**config.mk**
```make
export PLATFORM = sky130hd
export DESIGN_NAME = adc_limit_monitor
export DESIGN_NICKNAME = d
export VERILOG_FILES = /design/src/rtl/adc_wd_pkg.sv /design/src/rtl/adc_wd_cfg.sv /design/src/rtl/adc_wd_cmp.sv /design/src/rtl/adc_wd_flags.sv /design/src/rtl/adc_limit_monitor.sv
export SDC_FILE = /design/constraint.sdc
export NUM_CORES = 1
export LEC_CHECK = 0
export CAP_MARGIN = 40
export CORE_UTILIZATION = 55
export CTS_CLUSTER_DIAMETER = 80
export CTS_CLUSTER_SIZE = 25
export DETAILED_ROUTE_END_ITERATION = 10
export GPL_TIMING_DRIVEN = 0
export HOLD_SLACK_MARGIN = 0.08
export PLACE_DENSITY = 0.77
export SETUP_SLACK_MARGIN = 0.15
export SYNTH_ARGS = -nofsm -noshare
export SYNTH_HDL_FRONTEND = slang
export SYNTH_SLANG_ARGS = --single-unit
```
**constraint.sdc**
```tcl
create_clock -name clk -period 6 [get_ports clk]
set_input_delay 1.2 -clock clk [delete_from_list [all_inputs] [get_ports clk]]
set_output_delay 1.2 -clock clk [all_outputs]
set_load 0.01 [all_outputs]
```
**src/rtl/adc_wd_pkg.sv**
```systemverilog
package adc_wd_pkg;
  localparam int RES_W  = 12;
  localparam int ADDR_W = 6;
  localparam int DATA_W = 32;
  localparam int HI_LSB = 16;

  localparam logic [ADDR_W-1:0] A_PAIR_BASE = 6'h00;
  localparam logic [ADDR_W-1:0] A_SEL_BASE  = 6'h10;
  localparam logic [ADDR_W-1:0] A_EN        = 6'h20;
  localparam logic [ADDR_W-1:0] A_CLR_OOR   = 6'h21;
  localparam logic [ADDR_W-1:0] A_CLR_LO    = 6'h22;
  localparam logic [ADDR_W-1:0] A_CLR_HI    = 6'h23;

  typedef struct packed {
    logic [RES_W-1:0] hi;
    logic [RES_W-1:0] lo;
  } wd_pair_t;
endpackage

```
**src/rtl/adc_wd_cfg.sv**
```systemverilog
module adc_wd_cfg
  import adc_wd_pkg::*;
#(
  parameter int NUM_CH    = 8,
  parameter int NUM_PAIRS = 16
) (
  input  logic                         clk,
  input  logic                         rst_n,
  input  logic                         wr_en,
  input  logic [ADDR_W-1:0]            wr_addr,
  input  logic [DATA_W-1:0]            wr_data,
  output wd_pair_t                     pair_q [NUM_PAIRS],
  output logic [$clog2(NUM_PAIRS)-1:0] sel_q  [NUM_CH],
  output logic [NUM_CH-1:0]            en_q
);
  localparam int SEL_W = $clog2(NUM_PAIRS);

  logic unused_data;
  assign unused_data = ^wr_data;

  // shared threshold pool
  for (genvar k = 0; k < NUM_PAIRS; k++) begin : g_pair
    always_ff @(posedge clk or negedge rst_n) begin
      if (!rst_n) begin
        pair_q[k].lo <= '0;
        pair_q[k].hi <= '1;
      end else if (wr_en && wr_addr == A_PAIR_BASE + ADDR_W'(k)) begin
        pair_q[k].lo <= wr_data[RES_W-1:0];
        pair_q[k].hi <= wr_data[HI_LSB +: RES_W];
      end
    end
  end

  // per-channel pair selectors
  for (genvar c = 0; c < NUM_CH; c++) begin : g_sel
    always_ff @(posedge clk or negedge rst_n) begin
      if (!rst_n) begin
        sel_q[c] <= '0;
      end else if (wr_en && wr_addr == A_SEL_BASE + ADDR_W'(c)) begin
        sel_q[c] <= wr_data[SEL_W-1:0];
      end
    end
  end

  always_ff @(posedge clk or negedge rst_n) begin
    if (!rst_n) begin
      en_q <= '0;
    end else if (wr_en && wr_addr == A_EN) begin
      en_q <= wr_data[NUM_CH-1:0];
    end
  end
endmodule

```
**src/rtl/adc_wd_cmp.sv**
```systemverilog
module adc_wd_cmp
  import adc_wd_pkg::*;
(
  input  wd_pair_t         pair,
  input  logic [RES_W-1:0] result,
  output logic             below,
  output logic             above
);
  // the low test is decided first, so an inverted pair yields exactly one side
  always_comb begin
    below = result < pair.lo;
    above = !below && (result > pair.hi);
  end
endmodule

```
**src/rtl/adc_wd_flags.sv**
```systemverilog
module adc_wd_flags
  import adc_wd_pkg::*;
#(
  parameter int NUM_CH    = 8,
  parameter int NUM_PAIRS = 16
) (
  input  logic                         clk,
  input  logic                         rst_n,
  input  logic                         upd,
  input  logic [$clog2(NUM_CH)-1:0]    chan,
  input  logic [$clog2(NUM_PAIRS)-1:0] pair_idx,
  input  logic                         below,
  input  logic                         above,
  input  logic                         wr_en,
  input  logic [ADDR_W-1:0]            wr_addr,
  input  logic [DATA_W-1:0]            wr_data,
  output logic [NUM_CH-1:0]            oor_q,
  output logic [NUM_PAIRS-1:0]         lo_q,
  output logic [NUM_PAIRS-1:0]         hi_q
);
  logic [NUM_CH-1:0]    set_oor, clr_oor;
  logic [NUM_PAIRS-1:0] set_lo, set_hi, clr_lo, clr_hi;
  logic                 unused_data;

  assign unused_data = ^wr_data;

  always_comb begin
    set_oor = (upd && (below || above)) ? (NUM_CH'(1) << chan) : '0;
    set_lo  = (upd && below) ? (NUM_PAIRS'(1) << pair_idx) : '0;
    set_hi  = (upd && above) ? (NUM_PAIRS'(1) << pair_idx) : '0;
    clr_oor = (wr_en && wr_addr == A_CLR_OOR) ? wr_data[NUM_CH-1:0]    : '0;
    clr_lo  = (wr_en && wr_addr == A_CLR_LO)  ? wr_data[NUM_PAIRS-1:0] : '0;
    clr_hi  = (wr_en && wr_addr == A_CLR_HI)  ? wr_data[NUM_PAIRS-1:0] : '0;
  end

  // set takes priority over a simultaneous clear
  always_ff @(posedge clk or negedge rst_n) begin
    if (!rst_n) begin
      oor_q <= '0;
      lo_q  <= '0;
      hi_q  <= '0;
    end else begin
      oor_q <= (oor_q & ~clr_oor) | set_oor;
      lo_q  <= (lo_q  & ~clr_lo)  | set_lo;
      hi_q  <= (hi_q  & ~clr_hi)  | set_hi;
    end
  end
endmodule

```
**src/rtl/adc_limit_monitor.sv**
```systemverilog
module adc_limit_monitor
  import adc_wd_pkg::*;
#(
  parameter int NUM_CH    = 8,
  parameter int NUM_PAIRS = 16
) (
  input  logic                      clk,
  input  logic                      rst_n,
  input  logic                      res_valid,
  output logic                      res_ready,
  input  logic [$clog2(NUM_CH)-1:0] res_chan,
  input  logic [RES_W-1:0]          res_data,
  input  logic                      wr_en,
  input  logic [ADDR_W-1:0]         wr_addr,
  input  logic [DATA_W-1:0]         wr_data,
  output logic [NUM_CH-1:0]         oor_status,
  output logic [NUM_PAIRS-1:0]      low_flag,
  output logic [NUM_PAIRS-1:0]      high_flag
);
  localparam int CH_W  = $clog2(NUM_CH);
  localparam int SEL_W = $clog2(NUM_PAIRS);

  logic             ready_q;
  logic             s1_valid;
  logic [CH_W-1:0]  s1_chan;
  logic [RES_W-1:0] s1_res;
  logic             s1_en;
  logic             below, above;

  wd_pair_t         pair_q [NUM_PAIRS];
  logic [SEL_W-1:0] sel_q  [NUM_CH];
  logic [NUM_CH-1:0] en_q;
  logic [SEL_W-1:0] act_sel;
  wd_pair_t         act_pair;

  assign res_ready = ready_q;

  // capture stage: one result per cycle, no back-pressure
  always_ff @(posedge clk or negedge rst_n) begin
    if (!rst_n) begin
      ready_q  <= 1'b0;
      s1_valid <= 1'b0;
      s1_chan  <= '0;
      s1_res   <= '0;
    end else begin
      ready_q  <= 1'b1;
      s1_valid <= res_valid && ready_q;
      if (res_valid && ready_q) begin
        s1_chan <= res_chan;
        s1_res  <= res_data;
      end
    end
  end

  adc_wd_cfg #(.NUM_CH(NUM_CH), .NUM_PAIRS(NUM_PAIRS)) u_cfg (
    .clk(clk), .rst_n(rst_n), .wr_en(wr_en), .wr_addr(wr_addr),
    .wr_data(wr_data), .pair_q(pair_q), .sel_q(sel_q), .en_q(en_q)
  );

  assign act_sel  = sel_q[s1_chan];
  assign act_pair = pair_q[act_sel];
  assign s1_en    = s1_valid && en_q[s1_chan];

  adc_wd_cmp u_cmp (
    .pair(act_pair), .result(s1_res), .below(below), .above(above)
  );

  adc_wd_flags #(.NUM_CH(NUM_CH), .NUM_PAIRS(NUM_PAIRS)) u_flags (
    .clk(clk), .rst_n(rst_n), .upd(s1_en), .chan(s1_chan),
    .pair_idx(act_sel), .below(below), .above(above),
    .wr_en(wr_en), .wr_addr(wr_addr), .wr_data(wr_data),
    .oor_q(oor_status), .lo_q(low_flag), .hi_q(high_flag)
  );
endmodule

```
Yosys cells after proc, flatten, opt, wreduce, memory -nomap -nowiden
Index checks and enable logic that the tools add are counted.
{"block": "totals", "input_bits": 57, "output_inout_bits": 41, "ff_bits": 481, "elab_cells": 144}
{"block": "classes", "muxes": 14, "magnitude_cmp": 5, "n_eq_ne": 27, "n_reduce_logical": 37, "bitwise_logic": 11, "shifts": 2}
{"op": "24-bit binary-select mux with 4-bit select", "n": 1}
{"op": "16-bit two-way mux", "n": 4}
{"op": "6-bit by 4-bit == test with 1-bit output, second input constant", "n": 8}
{"op": "6-bit by 5-bit == test with 1-bit output, second input constant", "n": 8}
{"op": "24-bit two-way mux", "n": 2}
{"op": "1-bit logical AND", "n": 34}
{"op": "16-bit bitwise AND", "n": 2}
{"op": "16-bit NOT", "n": 2}
{"op": "16-bit bitwise OR", "n": 2}
{"op": "6-bit by 3-bit == test with 1-bit output, second input constant", "n": 4}
{"op": "6-bit == test, second input constant", "n": 4}
{"op": "8-bit two-way mux", "n": 2}
{"op": "1-bit by 4-bit left shift with 16-bit output, first input constant", "n": 1}
{"op": "4-bit binary-select mux with 3-bit select", "n": 1}
{"op": "6-bit by 2-bit == test with 1-bit output, second input constant", "n": 2}
{"op": "12-bit greater-than comparator", "n": 1}
{"op": "12-bit less-than comparator", "n": 1}
{"op": "8-bit bitwise AND", "n": 1}
{"op": "4-bit two-way mux", "n": 2}
{"op": "8-bit NOT", "n": 1}
{"op": "8-bit bitwise OR", "n": 1}
{"op": "1-bit by 3-bit left shift with 8-bit output, first input constant", "n": 1}
{"op": "6-bit by 1-bit == test with 1-bit output, second input constant", "n": 1}
{"op": "6-bit logical NOT", "n": 1}
{"op": "other kinds (9)", "n": 9}

Logic depth before layout (Yosys ltp)
{"block": "logic_depth", "depth_word": 15, "ltp_mapped": 22, "depth_no_buf": 15}

Modules after synthesis
A second synthesis with hierarchy kept.
{"block": "hier_totals", "cells_unflattened": 1510, "area_unflattened_um2": 22720.5}
{"module": "adc_wd_cfg", "instances": 1, "area_per_inst_um2": 16328.2, "cells_per_inst": 959, "seq_area_each_um2": 10850.4}
{"module": "adc_limit_monitor", "instances": 1, "area_per_inst_um2": 3870.0, "cells_per_inst": 267, "seq_area_each_um2": 425.4}
{"module": "adc_wd_flags", "instances": 1, "area_per_inst_um2": 1913.1, "cells_per_inst": 206, "seq_area_each_um2": 1001.0}
{"module": "adc_wd_cmp", "instances": 1, "area_per_inst_um2": 609.3, "cells_per_inst": 78, "seq_area_each_um2": 0.0}

Worst setup path after synthesis
No wires, ideal clock.
{"block": "synth_path", "kind": "reg2reg", "startpoint": "register s1_chan[1]", "endpoint": "register u_flags.hi_q[10]", "synth_period_minus_slack_ps": 4846, "t_required_ps": 5879, "setup_ps": 121, "stages_incl_launch_ff": 22, "path_slack_ps": 1154, "arrival_ps": 4725, "path_buffers": 7, "path_cell_list": "dfrtp_1 > buf_4 > buf_6 > clkbuf_1 > a2111oi_0 > a211oi_1 > buf_2 > inv_1 > buf_2 > clkbuf_1 > a31oi_1 > a211oi_1 > a21o_1 > ha_1 > a2111oi_0 > o21ai_0 > a221oi_1 > o2111ai_1 > a211oi_2 > nor4b_4 > buf_6 > a22o_1"}
{"block": "synth_via", "elab_chain_len": 14, "elab_cells_between_ends": 19, "cone_classes": "order compare (2); shift (1); mux (9); bitwise (3); reduce/logical (4)"}
{"element": "start, declared", "line_no": "adc_limit_monitor.sv:25", "rtl": "logic [CH_W-1:0] s1_chan;"}
{"element": "start signal, assigned", "line_no": "adc_limit_monitor.sv:49", "rtl": "s1_chan <= res_chan;"}
{"element": "3-bit NOT with 4-bit output (not written as such)", "line_no": "adc_limit_monitor.sv:60", "rtl": "assign act_sel = sel_q[s1_chan];"}
{"element": "4-bit binary-select mux with 3-bit select", "line_no": "adc_limit_monitor.sv:60"}
{"element": "4-bit two-way mux (not written as such) (2 in a row)", "line_no": "adc_limit_monitor.sv:60"}
{"element": "4-bit NOT with 5-bit output (not written as such)", "line_no": "adc_limit_monitor.sv:61", "rtl": "assign act_pair = pair_q[act_sel];"}
{"element": "24-bit binary-select mux with 4-bit select", "line_no": "adc_limit_monitor.sv:61"}
{"element": "24-bit two-way mux (not written as such) (2 in a row)", "line_no": "adc_limit_monitor.sv:61"}
{"element": "12-bit less-than comparator", "line_no": "adc_wd_cmp.sv:11", "rtl": "below = result < pair.lo;"}
{"element": "1-bit logical NOT", "line_no": "adc_wd_cmp.sv:12", "rtl": "above = !below && (result > pair.hi);"}
{"element": "1-bit logical AND", "line_no": "adc_wd_cmp.sv:12"}
{"element": "1-bit logical AND", "line_no": "adc_wd_flags.sv:30", "rtl": "set_hi = (upd && above) ? (NUM_PAIRS'(1) << pair_idx) : '0;"}
{"element": "16-bit two-way mux *", "line_no": "adc_wd_flags.sv:30"}
{"element": "16-bit bitwise OR *", "line_no": "adc_wd_flags.sv:45", "rtl": "hi_q <= (hi_q & ~clr_hi) | set_hi;"}
{"element": "end signal, assigned", "line_no": "adc_wd_flags.sv:45"}
{"element": "end, declared", "line_no": "adc_wd_flags.sv:19", "rtl": "output logic [NUM_PAIRS-1:0] hi_q"}
Every way passes the cells marked *; elsewhere a longest branch is shown, timed or not. The select of a mux whose other input is x is not followed.
A chain may end at the register's enable or synchronous reset.

Worst setup path after layout
{"block": "layout_path", "startpoint": "register s1_chan[1]", "endpoint": "register u_flags.hi_q[8]"}
The elaborated chain is that of the path after synthesis.

==> results.py <==
metrics = {
    "routing": {
        "first_pass_iters": 8,
        "vias": 16911,
        "drc": 4,
        "wl_mm": 66.8,
        "ant_nets": 0,
        "drt_iter0_drc": 1747,
        "viasPerCell": 6.37,
        "routedWlPerCell_um": 25.2,
    },
    "clock_network": {
        "cts_hold_repair.buffers": 0,
        "clock_path_buffers": 3,
        "cts_sinks": 481,
        "worst_skew_pair.late_latency_ns": 0.59,
        "cts_buffers": 24,
        "cts_tree": "yes",
        "cts.reportedPaths.clkPinSlew_ns": 0.10,
        "h-tree-depth": 1,
        "cts_root_buf": "clkbuf_16",
    },
    "logic_synthesis": {
        "ys.flop_type": "dfrtp_1",
        "postSynthCellCount": 1984,
        "ys_seq_elements": 481,
        "synth_edf_count": 0,
        "synth_cell_types": 54,
        "synth-simple-area-share_pct": 11.5,
        "synth_warnings": 0,
        "synth_top_family_by_area": "multiplexers",
        "async_flop_share_pct": 100,
        "yosysTopAreaCellShare_pct": 31.5,
        "yosysTopAreaCell": "dfrtp_1",
        "synthTopCellsByArea": "dfrtp_1 31%, dfstp_2 22%, mux2_2 22%, nand2_1 7.2%, and3_1 2.6%",
        "synth-compound-area-share_pct": 7.58,
        "syn_avg_cell_area_um2": 11.6,
        "synth_fa_ha_area_share_pct": 1.25,
        "synth.most_common_cell": "mux2_2",
        "netlist_area_um2": 23000,
        "synth_xor_xnor_area_share_pct": 0,
        "syn-num-nets": 2064,
        "yosys-mux-area-fraction_pct": 23.3,
        "ys_top_cells_by_count": "444 x mux2_2, 441 x nand2_1, 289 x dfrtp_1",
        "ys_seq_area_share_pct": 53.4,
    },
    "cells_and_area": {
        "seq_area_um2": 12300,
        "fin_util_pct": 62.2,
        "drive_above_1_share_pct": 34.9,
        "fin_cells": 2654,
        "layout.nets": 2186,
        "fillers": 3258,
        "design_area_um2": 25500,
        "area.growth.synth_to_final_pct": 10.9,
        "multi_input_area_um2": 10000,
    },
    "min_path": {
        "hp-start": "u_flags.oor_q[5]$_DFF_PN0_",
        "whs_endpoint": "u_flags.oor_q[5]$_DFF_PN0_",
        "holdPathStages": 2,
        "min_path_type": "flip-flop to flip-flop",
    },
    "sta": {
        "rsz0062_at_grt": "false",
        "fin_crit_ns": 5.67,
        "relSlewSlack_pct": 33.6,
        "fmax_mhz": 176,
        "hold_violations": 0,
        "finalCritPeriodShare_pct": 94.4,
        "slew_violations": 0,
        "setup_viol": 0,
        "skew_ns": 0.0215,
        "fin_setup_tns_ns": 0,
        "worstMarginPinSlew_ns": 0.996,
    },
    "power": {
        "p_per_area_nw_per_um2": 325,
        "max-vdd-ir-drop_uv": 219,
        "p_total_mw": 8.29,
        "combPwrFrac_pct": 28.3,
        "intPower_mw": 5.53,
        "p_sw_mw": 2.77,
        "leakagePower_nw": 11.0,
        "power.clock.fraction_pct": 23.2,
        "swShare_pct": 33.4,
        "pwr-share-seq_pct": 48.6,
    },
    "global_routing": {
        "grt_usage_pct": 32.1,
        "grt_max_degree": 112,
        "grt_overflow_total": 0,
        "grt_pass1_vias": 17077,
        "grt_pass1_wl_mm": 102,
        "antenna_found_initial": 0,
    },
    "placement": {
        "dpl_cell_area_um2": 24700,
        "place.gp.congestion": 1.02,
        "post-dp-hpwl_mm": 48.6,
        "place_inst": 2611,
        "port_buffers": 83,
    },
    "die": {
        "die_w_um": 206,
        "rows": 74,
        "core_area_um2": 41000,
        "die_h_um": 206,
        "ios": 98,
        "dieArea_um2": 42600,
        "start_util_pct": 56.0,
    },
    "flow_run": {
        "maxCapViolations": 0,
    },
    "critical_path": {
        "critPathMaxFanout": 10,
        "reg2reg_to": "u_flags.hi_q[8]$_DFF_PN0_",
        "cp.required_ns": 6.52,
        "critical_path_arrival_ns": 6.18,
        "end_kind": "flip-flop",
        "startpoint_type": "flip-flop",
        "rr_startpoint": "s1_chan[1]$_DFFE_PN0P_",
        "crit_type": "flip-flop to flip-flop",
        "r2r_slack_ns": 0.33,
        "reg2reg_depth": 21,
    },
    "status": {
        "violations": "DRC",
        "status": "finished with violations",
    },
}
## flip-flops by register name, indices dropped and copies added (netlist names)
register       cells
u_cfg.sel_q       32
u_flags.oor_q      8
u_flags.hi_q      16
s1_res            12
u_cfg.en_q         8
s1_chan            3
res_ready          1
s1_valid           1
u_flags.lo_q      16
u_cfg.pair_q     384
## worst max-delay path by stage
stage                                       from                            end  slack [ns]  cells past startpoint
after floorplan           s1_chan[1]$_DFFE_PN0P_     u_flags.hi_q[10]$_DFF_PN0_        1.15                     21
after global routing      s1_chan[1]$_DFFE_PN0P_      u_flags.lo_q[3]$_DFF_PN0_        0.15                     20
after CTS                 s1_chan[0]$_DFFE_PN0P_      u_flags.lo_q[8]$_DFF_PN0_        0.22                     21
final                     s1_chan[1]$_DFFE_PN0P_      u_flags.hi_q[8]$_DFF_PN0_        0.33                     21
after detailed placement  s1_chan[1]$_DFFE_PN0P_     u_flags.lo_q[14]$_DFF_PN0_       -0.68                     21
after global placement                     rst_n  u_cfg.pair_q[273]$_DFFE_PN0P_      -16.43                      1
## layout by cell type, fill, tap and decap left out, types with 5 or more instances in the layout
cell type,Yosys,layout
mux2_2,444,444
nand2_1,441,441
dfrtp_1,289,289
dfstp_2,192,192
clkbuf_1,134,118
and3_1,94,94
clkdlybuf4s50_1,0,82
a31oi_1,47,47
a311oi_1,46,46
a21oi_1,29,29
a21o_1,26,26
a22o_1,26,26
clkbuf_16,0,26
clkbuf_2,0,24
a211oi_1,24,23
nor2_1,23,23
ha_1,23,23
buf_1,23,19
mux2i_1,12,11
o21ai_0,10,10
mux4_2,9,9
nor3_1,9,9
buf_6,4,7
inv_1,7,7
nand2b_1,7,7
buf_2,4,6
o41ai_1,6,6
buf_4,1,5
nor2b_1,5,5
## critical path, cell delays in order, from the launching register on
cell and delay [ns]:
dfrtp_1 0.37, buf_4 0.16, buf_6 0.15, clkbuf_2 0.25, a2111oi_2 0.44, a211oi_2 0.09, buf_4 0.21, inv_1 0.19
clkbuf_4 0.30, buf_1 0.58, a31oi_1 0.24, a21oi_1 0.35, a21o_1 0.18, ha_1 0.15, o21ai_0 0.08, nand2b_1 0.08
a21oi_1 0.08, o41a_1 0.45, o21bai_2 0.25, nor4b_4 0.59, buf_6 0.24, a22o_1 0.16
## cell type report
type | instances | area share, %
Antenna cell | 1 | 0.00981
Buffer | 165 | 2.76
Clock buffer | 36 | 2.74
Clock inverter | 5 | 0.196
Inverter | 7 | 0.103
Multi-Input combinational cell | 1330 | 39.4
Sequential cell | 481 | 48.1
Tap cell | 532 | 2.61
Timing Repair Buffer | 97 | 4.05
## through the flow
| step | hold slack (ns) | setup WS [ns] |
|---|---|---|
| 3_3_place_gp | 0.465 | -16.43 |
| 4_1_cts | 0.489 | 0.219 |
| 3_5_place_dp | 0.465 | -0.682 |
| 2_1_floorplan | 0.471 | 1.15 |
| 5_1_grt | 0.511 | 0.153 |
| 6_report | 0.491 | 0.334 |
## timing repair
item / 4_1_cts / 5_1_grt
gates resized for setup: 20 / 32
setup endpoints to repair: 40 / 40
setup buffers: 1 / 1
pin swaps: 1 / 1
## power by group through the flow
| stage | sequential (mW) | clock [mW] | combinational (mW) |
|---|---|---|---|
| floorplan | 4.01 | 0 | 1.39 |
| global placement | 4.05 | 0 | 2.17 |
| detailed placement | 4.08 | 0 | 2.25 |
| CTS | 4.02 | 1.93 | 2.27 |
| global route | 4.07 | 2.03 | 2.49 |
| finish | 4.03 | 1.92 | 2.34 |
## metal layers
layer  share of wire (%)  up-vias  global-route usage (%)
met3                 7.3      148                    4.78
met2                  47      697                    51.6
li1                    -     7237                       -
met4                 4.2        0                    12.0
met5                   0        -                       0
met1                  41     8829                    43.9
## logic make-up (layout without fill, tap and decap cells)
logic type | after synthesis | count (layout)
other | 1 | 2
muxes | 467 | 467
adders and majority gates | 23 | 23
buffers and inverters | 173 | 310
DFF | 481 | 481
AOI/OAI and AO/OA | 235 | 235
and+or+nand+nor | 604 | 604
Power figures use the tool's default switching activity.
